### config.mk
export PLATFORM = sky130hd
export DESIGN_NAME = hb_oc_guard
export DESIGN_NICKNAME = d
export VERILOG_FILES = /design/src/rtl/hb_oc_pkg.sv /design/src/rtl/hb_limiter.sv /design/src/rtl/hb_pairing.sv /design/src/rtl/hb_oc_guard.sv
export SDC_FILE = /design/constraint.sdc
export NUM_CORES = 1
export LEC_CHECK = 0
export BUFFER_PORTS_ARGS = -buffer_cell sky130_fd_sc_hd__buf_2
export CAP_MARGIN = 20
export CORE_UTILIZATION = 35
export DETAILED_ROUTE_END_ITERATION = 16
export SYNTH_ARGS = -nofsm -noshare
export SYNTH_HDL_FRONTEND = slang
export SYNTH_SLANG_ARGS = --single-unit
### constraint.sdc
create_clock -name clk -period 3.2 [get_ports clk]
set_input_delay 0.96 -clock clk [delete_from_list [all_inputs] [get_ports clk]]
set_output_delay 0.96 -clock clk [all_outputs]
set_load 0.05 [all_outputs]
### src/rtl/hb_oc_pkg.sv
package hb_oc_pkg;

  // Number of frames that fit in the trip window.
  function automatic int unsigned frames_in_window(int unsigned rate_hz, int unsigned window_us);
    return (rate_hz / 1000) * window_us / 1000;
  endfunction

  // One step of the leaky counter, saturating at 0 and at top.
  function automatic int unsigned cnt_step(int unsigned cur, logic up, logic down,
                                           int unsigned top);
    if (up && !down) return (cur >= top) ? top : cur + 1;
    if (down && !up) return (cur == 0) ? 0 : cur - 1;
    return cur;
  endfunction

endpackage

### src/rtl/hb_limiter.sv
module hb_limiter
  import hb_oc_pkg::*;
#(
  parameter int CNT_W   = 12,
  parameter int CNT_MAX = 1040
) (
  input  logic clk,
  input  logic rst_n,
  input  logic frame_start,
  input  logic pwm,
  input  logic oc,
  input  logic latch_mode,
  output logic drive_mod,
  output logic latched,
  output logic trip_evt
);
  localparam logic [CNT_W-1:0] MAX_V = CNT_W'(CNT_MAX);

  logic             flip_q, seen_q, latched_q;
  logic [CNT_W-1:0] cnt_q, cnt_nxt;
  logic             oc_evt, first_evt, cnt_up, cnt_dn, soft_evt, flip_nxt;

  // An event counts only while the channel is still live.
  assign oc_evt    = oc & ~latched_q;
  assign first_evt = oc_evt & (frame_start | ~seen_q);
  assign soft_evt  = oc_evt & ~latch_mode;
  assign cnt_up    = first_evt & ~latch_mode;
  assign cnt_dn    = frame_start & ~seen_q;

  assign cnt_nxt  = CNT_W'(cnt_step({{(32-CNT_W){1'b0}}, cnt_q}, cnt_up, cnt_dn, CNT_MAX));
  assign trip_evt = (latch_mode & oc_evt) | (cnt_up & (cnt_nxt == MAX_V));
  assign flip_nxt = frame_start ? soft_evt : (flip_q | soft_evt);

  always_ff @(posedge clk or negedge rst_n) begin
    if (!rst_n) begin
      flip_q    <= 1'b0;
      seen_q    <= 1'b0;
      latched_q <= 1'b0;
      cnt_q     <= '0;
    end else begin
      flip_q <= flip_nxt;
      seen_q <= frame_start ? oc_evt : (seen_q | oc_evt);
      cnt_q  <= cnt_nxt;
      if (trip_evt) latched_q <= 1'b1;
    end
  end

  assign drive_mod = pwm ^ flip_q;
  assign latched   = latched_q;

endmodule

### src/rtl/hb_pairing.sv
module hb_pairing #(
  parameter int N_HB = 4
) (
  input  logic [N_HB-1:0] latched,
  input  logic            se_mode,
  output logic [N_HB-1:0] hiz
);
  localparam int N_PAIR = N_HB / 2;

  for (genvar p = 0; p < N_PAIR; p++) begin : g_pair
    logic pair_off;
    assign pair_off     = latched[2*p] | latched[2*p+1];
    assign hiz[2*p]     = se_mode ? latched[2*p]   : pair_off;
    assign hiz[2*p+1]   = se_mode ? latched[2*p+1] : pair_off;
  end

endmodule

### src/rtl/hb_oc_guard.sv
module hb_oc_guard
  import hb_oc_pkg::*;
#(
  parameter int N_HB           = 4,
  parameter int CNT_W          = 12,
  parameter int FRAME_RATE_HZ  = 400000,
  parameter int TRIP_WINDOW_US = 2600
) (
  input  logic            clk,
  input  logic            rst_n,
  input  logic            frame_start,
  input  logic [N_HB-1:0] pwm_in,
  input  logic [N_HB-1:0] oc_in,
  input  logic            latch_mode,
  input  logic            se_mode,
  output logic [N_HB-1:0] drive_out,
  output logic [N_HB-1:0] hiz_out,
  output logic [N_HB-1:0] fault_out
);
  localparam int CNT_MAX = int'(frames_in_window(FRAME_RATE_HZ, TRIP_WINDOW_US));

  logic [N_HB-1:0] drive_mod, latched, trip_evt;

  for (genvar i = 0; i < N_HB; i++) begin : g_hb
    hb_limiter #(.CNT_W(CNT_W), .CNT_MAX(CNT_MAX)) u_lim (
      .clk        (clk),
      .rst_n      (rst_n),
      .frame_start(frame_start),
      .pwm        (pwm_in[i]),
      .oc         (oc_in[i]),
      .latch_mode (latch_mode),
      .drive_mod  (drive_mod[i]),
      .latched    (latched[i]),
      .trip_evt   (trip_evt[i])
    );
  end

  hb_pairing #(.N_HB(N_HB)) u_pair (
    .latched(latched),
    .se_mode(se_mode),
    .hiz    (hiz_out)
  );

  assign drive_out = drive_mod & ~hiz_out;
  assign fault_out = latched;

endmodule

==> results of run 1 <==
-- state kept, by name, indices dropped and copies added, names as in the netlist --
name / flops
g_hb.u_lim.latched: 4
g_hb.u_lim.seen_q: 4
g_hb.u_lim.cnt_q: 48
g_hb.u_lim.flip_q: 4
-- cell usage in the layout, fill, tap and decap left out, drive strengths merged, types with 15 or more instances in the layout --
cell type	instances
nor2	40
buf	77
nand3	30
nor3	24
or3	15
dfrtp	60
inv	21
nand2	42
a21oi	36
o21ai	30
-- worst max-delay path, cell delays in order --
cell      delay [ns]
buf_2           0.16
or3b_1          0.54
or2_1           0.39
a221oi_2        0.26
a21oi_1         0.07
or4_1           0.52
o31ai_1         0.22
-- metrics by stage --
stage	setup WS (ns)	power, W	util [%]
floorplan	0.07834	0.002398	-
global placement	-0.01592	0.002791	40.43
detailed placement	-0.04460	0.002781	40.43
CTS	0.3079	0.003704	42.58
global route	0.1099	0.003972	42.58
finish	0.3259	0.003714	42.58
-- cells in the mapped netlist (9+ instances only) --
cell type	n	area share, %
dfrtp_1	60	33
nand2_1	42	3.5
nor2_1	40	3.3
a21oi_1	36	4.0
o21ai_0	29	3.2
nand3_1	28	3.1
inv_1	21	1.7
nor3_1	20	2.2
clkbuf_1	15	1.2
o211ai_1	12	2.0
or3_1	12	1.7
nand4_1	11	1.5
nor4_1	9	1.2
xor2_1	9	1.7
-- logic make-up after synthesis --
| family | Yosys count | share of synthesized area [%] |
|---|---|---|
| buffers and inverters | 52 | 5.396 |
| and+or+nand+nor | 239 | 30.47 |
| AOI/OAI and AO/OA | 160 | 24.63 |
| DFF | 60 | 33.20 |
| xor gates and xnor gates | 17 | 3.293 |
| muxes | 3 | 0.8023 |
| adders and majority gates | 8 | 2.214 |
-- area by class of cell --
class	count	share of cell area (%)
well taps	172	4.005
clock buffers	12	4.587
inverters	21	1.467
clock inverters	4	0.4657
multi-input cells	427	51.66
flip-flops and latches	60	27.94
repair buffers	77	9.872
-- layer usage --
metal	vias up	global-route usage, %
li1	2173	-
met5	-	0
met3	19	4.916
met4	0	7.692
met1	2146	27.43
met2	193	32.85
-- where the power goes --
group	switching [W]	internal (W)
combinational	0.000716	0.000608
clock	0.000363	0.000542
sequential	0.000470	0.00102
-- final timing paths --
kind                                         from                 endpoint  slack (ns)  cells after the start
setup / recovery                       latch_mode    g_hb[1].u_lim.latched        0.33                      7
hold / removal               g_hb[0].u_lim.flip_q     g_hb[0].u_lim.flip_q        0.50                      1
setup reg to reg           g_hb[1].u_lim.cnt_q[7]    g_hb[1].u_lim.latched        0.36                      7
hold reg to reg              g_hb[0].u_lim.flip_q     g_hb[0].u_lim.flip_q        0.50                      1
max in group asynchronous                   rst_n  g_hb[2].u_lim.cnt_q[10]        1.93                      2
min in group asynchronous                   rst_n  g_hb[0].u_lim.cnt_q[10]        0.64                      1
==> metrics.yaml, run 1 <==
hp-class: "flop to flop"
io_pins: 25
postCtsSetupBuffers: 0
placed_cells_incl_taps: 757
stdcell_count: 773
clk_latency_ns: 0.34
worst_slew_pin_slew_ns: 0.6739
path_class: "input port to flop"
synth_edf_count: 0
final_max_slew_viol_count: 0
nets: 617
drtIter0Drc: 289
top_layer: "met4"
antenna_left: 0
synthArstFlopShare_pct: 100.0
wl_mm: 12.73
status: "complete, no violations"
synth.distinct_cells: 82
track_usage_pct: 20.70
drive_gt1_share_pct: 19.47
arrival_ns: 3.12
ys.warnings.count: 0
clkSinkCount: 60
finalHoldViolCount: 0
nFillCells: 1273
io_buffers: 24
skew_ns: 0.005819
clock.fmax_ghz: 0.3479
setup_viol: 0
syn_area_per_cell_um2: 8.389
multi_input_area_um2: 2776
fin_area_um2: 5374
finalCritPeriodShare_pct: 89.81
die_x_um: 115.7
gp_congestion: 0.8924
cts-root-buf: "clkbuf_16"
p_per_area_nw_per_um2: 691.1
place_area_um2: 5102
netlist_area_um2: 4522
cts_tree: "done"
endpoint_kind: "flop"
avgViaCountPerCell: 5.862
syn_nets: 560
wl_met3_um: 890
hold_buffers: 0
cts_buffers: 9
cts.path.max_buffers: 2
ir_drop_uv: 373.9
synth-seq-cells: 60
start_util_pct: 35.83
register_area_um2: 1501
m1WireLength_mm: 5.767
wl_met2_mm: 5.824
rows: 41
slew_headroom_pct: 55.07
wl_per_cell_um: 16.47
clkTransAtPathRegs_ns: 0.06
place_hpwl_mm: 9.591
rsz0062_at_grt: "false"
yosysSeqAreaShare_pct: 33.20
drv_cap: 0
hold_ws_ns: 0.4970
grt_overflow: 0
drc: 0
crit_fanout: 9
grt_antenna_before_repair: 0
power_leakage_nw: 2.136
cts_resized: 0
grt_max_degree: 37
h-tree-depth: 3
grt_pass1_wl_mm: 21.51
tns_ns: 0
grt_pass1_vias: 4318
die_height_um: 115.7
final.min_clock_period_ns: 2.874
synth-main-ff-cell: "dfrtp_1"
first_pass_iters: 5
diodes: 0
syn_inst: 539
start_kind: "input port"
critPathRequiredTime_ns: 3.44
core_region_area_um2: 12620
die_area_um2: 13380
vias: 4531
area_growth_syn_to_layout_pct: 18.84
No activity file was read; power rests on OpenSTA's default activity.
==> inputs of run 2 (changes only) <==
- CTS_BUF_LIST: default -> sky130_fd_sc_hd__clkbuf_16
==> metrics.yaml, run 2 (synthesis gave the netlist of run 1 again) <==
worst_slew_pin_slew_ns: 0.6730  # -0.0009264 ns
hp-class: "flop to flop"
wl_mm: 12.70  # -0.25%
clkTransAtPathRegs_ns: 0.06  # about the same
grt_max_degree: 37  # unchanged
critPathRequiredTime_ns: 3.44  # about the same
core_region_area_um2: 12620  # unchanged
max_flop_register: "g_hb.u_lim.cnt_q"
die_area_um2: 13380  # unchanged
die_height_um: 115.7  # unchanged
crit_slowest_cell: "or4_1"
track_usage_pct: 20.72  # +0.022 points
ir_drop_uv: 374.0  # about the same
die_x_um: 115.7  # unchanged
start_kind: "input port"
final.min_clock_period_ns: 2.880  # +0.005716 ns
cts_buffers: 9  # unchanged
skew_ns: 0.005780  # -0.00003877 ns
cts_tree: "done"
p_per_area_nw_per_um2: 687.0  # -0.60%
place_hpwl_mm: 9.591  # unchanged
first_pass_iters: 5  # unchanged
slew_headroom_pct: 55.13  # +0.062 points
p_int_w: 0.002135  # -1.4%
arrival_ns: 3.12  # about the same
rows: 41  # unchanged
cts.path.max_buffers: 2  # unchanged
hold_buffers: 0  # unchanged
comb_power_share_pct: 35.9  # +0.3 points
diodes: 0  # unchanged
p_clk_share_pct: 23.8  # -0.6 points
grt_overflow: 0  # unchanged
rsz0062_at_grt: "false"
setup_viol: 0  # unchanged
area_growth_syn_to_layout_pct: 18.62
drive_gt1_share_pct: 19.30  # -0.17 points
endpoint_kind: "flop"
finalCritPeriodShare_pct: 89.99  # +0.18 points
path_cells: "buf_2 > buf_4 > nor2b_1 > nand4_1 > or3_1 > a221oi_2 > a21oi_1 > or4_1 > o31ai_1"
drc: 0  # unchanged
power_leakage_nw: 2.139  # +0.13%
timing.rr.start: "g_hb[1].u_lim.cnt_q[7]"
vias: 4519  # -0.26%
avgViaCountPerCell: 5.846  # -0.26%
p_seq_share_pct: 40.3  # +0.3 points
h-tree-depth: 3  # unchanged
drv_cap: 0  # unchanged
crit_fanout: 9  # unchanged
drtIter0Drc: 311  # +7.6%
dp_slack_ns: -0.04460  # unchanged
io_pins: 25  # unchanged
final_cell_mix: "60 x dfrtp_1, 52 x buf_4, 42 x nand2_1"
setup.worst_path.start: "frame_start"
status: "complete, no violations"
grt_pass1_wl_mm: 21.53  # +0.13%
antenna_left: 0  # unchanged
swShare_pct: 42.06  # +0.37 points
grt_antenna_before_repair: 0  # unchanged
hp-start: "g_hb[0].u_lim.flip_q"
nets: 617  # unchanged
clkSinkCount: 60  # unchanged
final_max_slew_viol_count: 0  # unchanged
max_stage_delay_ns: 0.52  # -0.02 ns
total_power_w: 0.003685  # -0.79%
io_buffers: 24  # unchanged
tns_ns: 0  # unchanged
clock.fmax_ghz: 0.3472  # -0.20%
finalHoldViolCount: 0  # unchanged
layout_commonest_cell: "dfrtp_1"
p_sw_w: 0.001550  # about the same
hold_ws_ns: 0.4978  # +0.0007710 ns
worst_slack_ns: 0.3202  # -0.005716 ns
clk_latency_ns: 0.34  # about the same
gp_congestion: 0.8924  # unchanged
cts_resized: 0  # unchanged
start_util_pct: 35.83  # unchanged
postCtsSetupBuffers: 0  # unchanged
wl_per_cell_um: 16.43  # -0.25%
path_class: "input port to flop"
grt_pass1_vias: 4327  # +0.21%
cts-root-buf: "clkbuf_16"
largest_reg_flops: 48  # unchanged
## run 2: final cells by class
cell class                      instances  area [um^2]
Sequential cell                        60         1501
Multi-Input combinational cell        427         2776
Timing Repair Buffer                   77        530.5
Inverter                               21        78.83
Tap cell                              172        215.2
Clock inverter                          7        36.28
Fill cell                            1274         7256
Clock buffer                            9        225.2
## run 2: critical path: cells and delay by family
| family | cells | cell delay (ns) |
|---|---|---|
| and+or+nand+nor | 4 | 1.29 |
| AOI/OAI and AO/OA | 3 | 0.51 |
| buffers and inverters | 2 | 0.36 |
## run 2: worst paths after layout
check / end / slack [ns] / cells past startpoint
min in group asynchronous: g_hb[0].u_lim.cnt_q[10] / 0.64 / 1
hold / removal: g_hb[0].u_lim.flip_q / 0.50 / 1
hold reg to reg: g_hb[0].u_lim.flip_q / 0.50 / 1
setup reg to reg: g_hb[1].u_lim.latched / 0.38 / 7
max in group asynchronous: g_hb[2].u_lim.cnt_q[10] / 1.93 / 2
setup / recovery: g_hb[1].u_lim.latched / 0.32 / 9
## run 2: stage by stage
stage	cells	instance area [um^2]	utilization (%)
final	773	5364	42.50
after global routing	773	5364	42.50
after CTS	773	5364	42.50
after detailed placement	757	5102	40.43
after global placement	757	5102	40.43
after floorplan	539	4522	-
## run 2: power by group through the flow
| stage | clock (W) | sequential [W] | combinational (W) |
|---|---|---|---|
| floorplan | 0 | 0.00124 | 0.00116 |
| global placement | 0 | 0.00148 | 0.00131 |
| detailed placement | 0 | 0.00148 | 0.00130 |
| CTS | 0.000895 | 0.00147 | 0.00131 |
| global route | 0.000919 | 0.00154 | 0.00148 |
| finish | 0.000877 | 0.00149 | 0.00132 |
## run 2: metal layers
metal	GRT usage (%)	share of wire [%]	up-vias
met5	0	0	-
met4	7.692	2.2	0
met3	4.916	7.0	24
met2	32.93	46	176
met1	27.43	45	2147
li1	-	-	2172
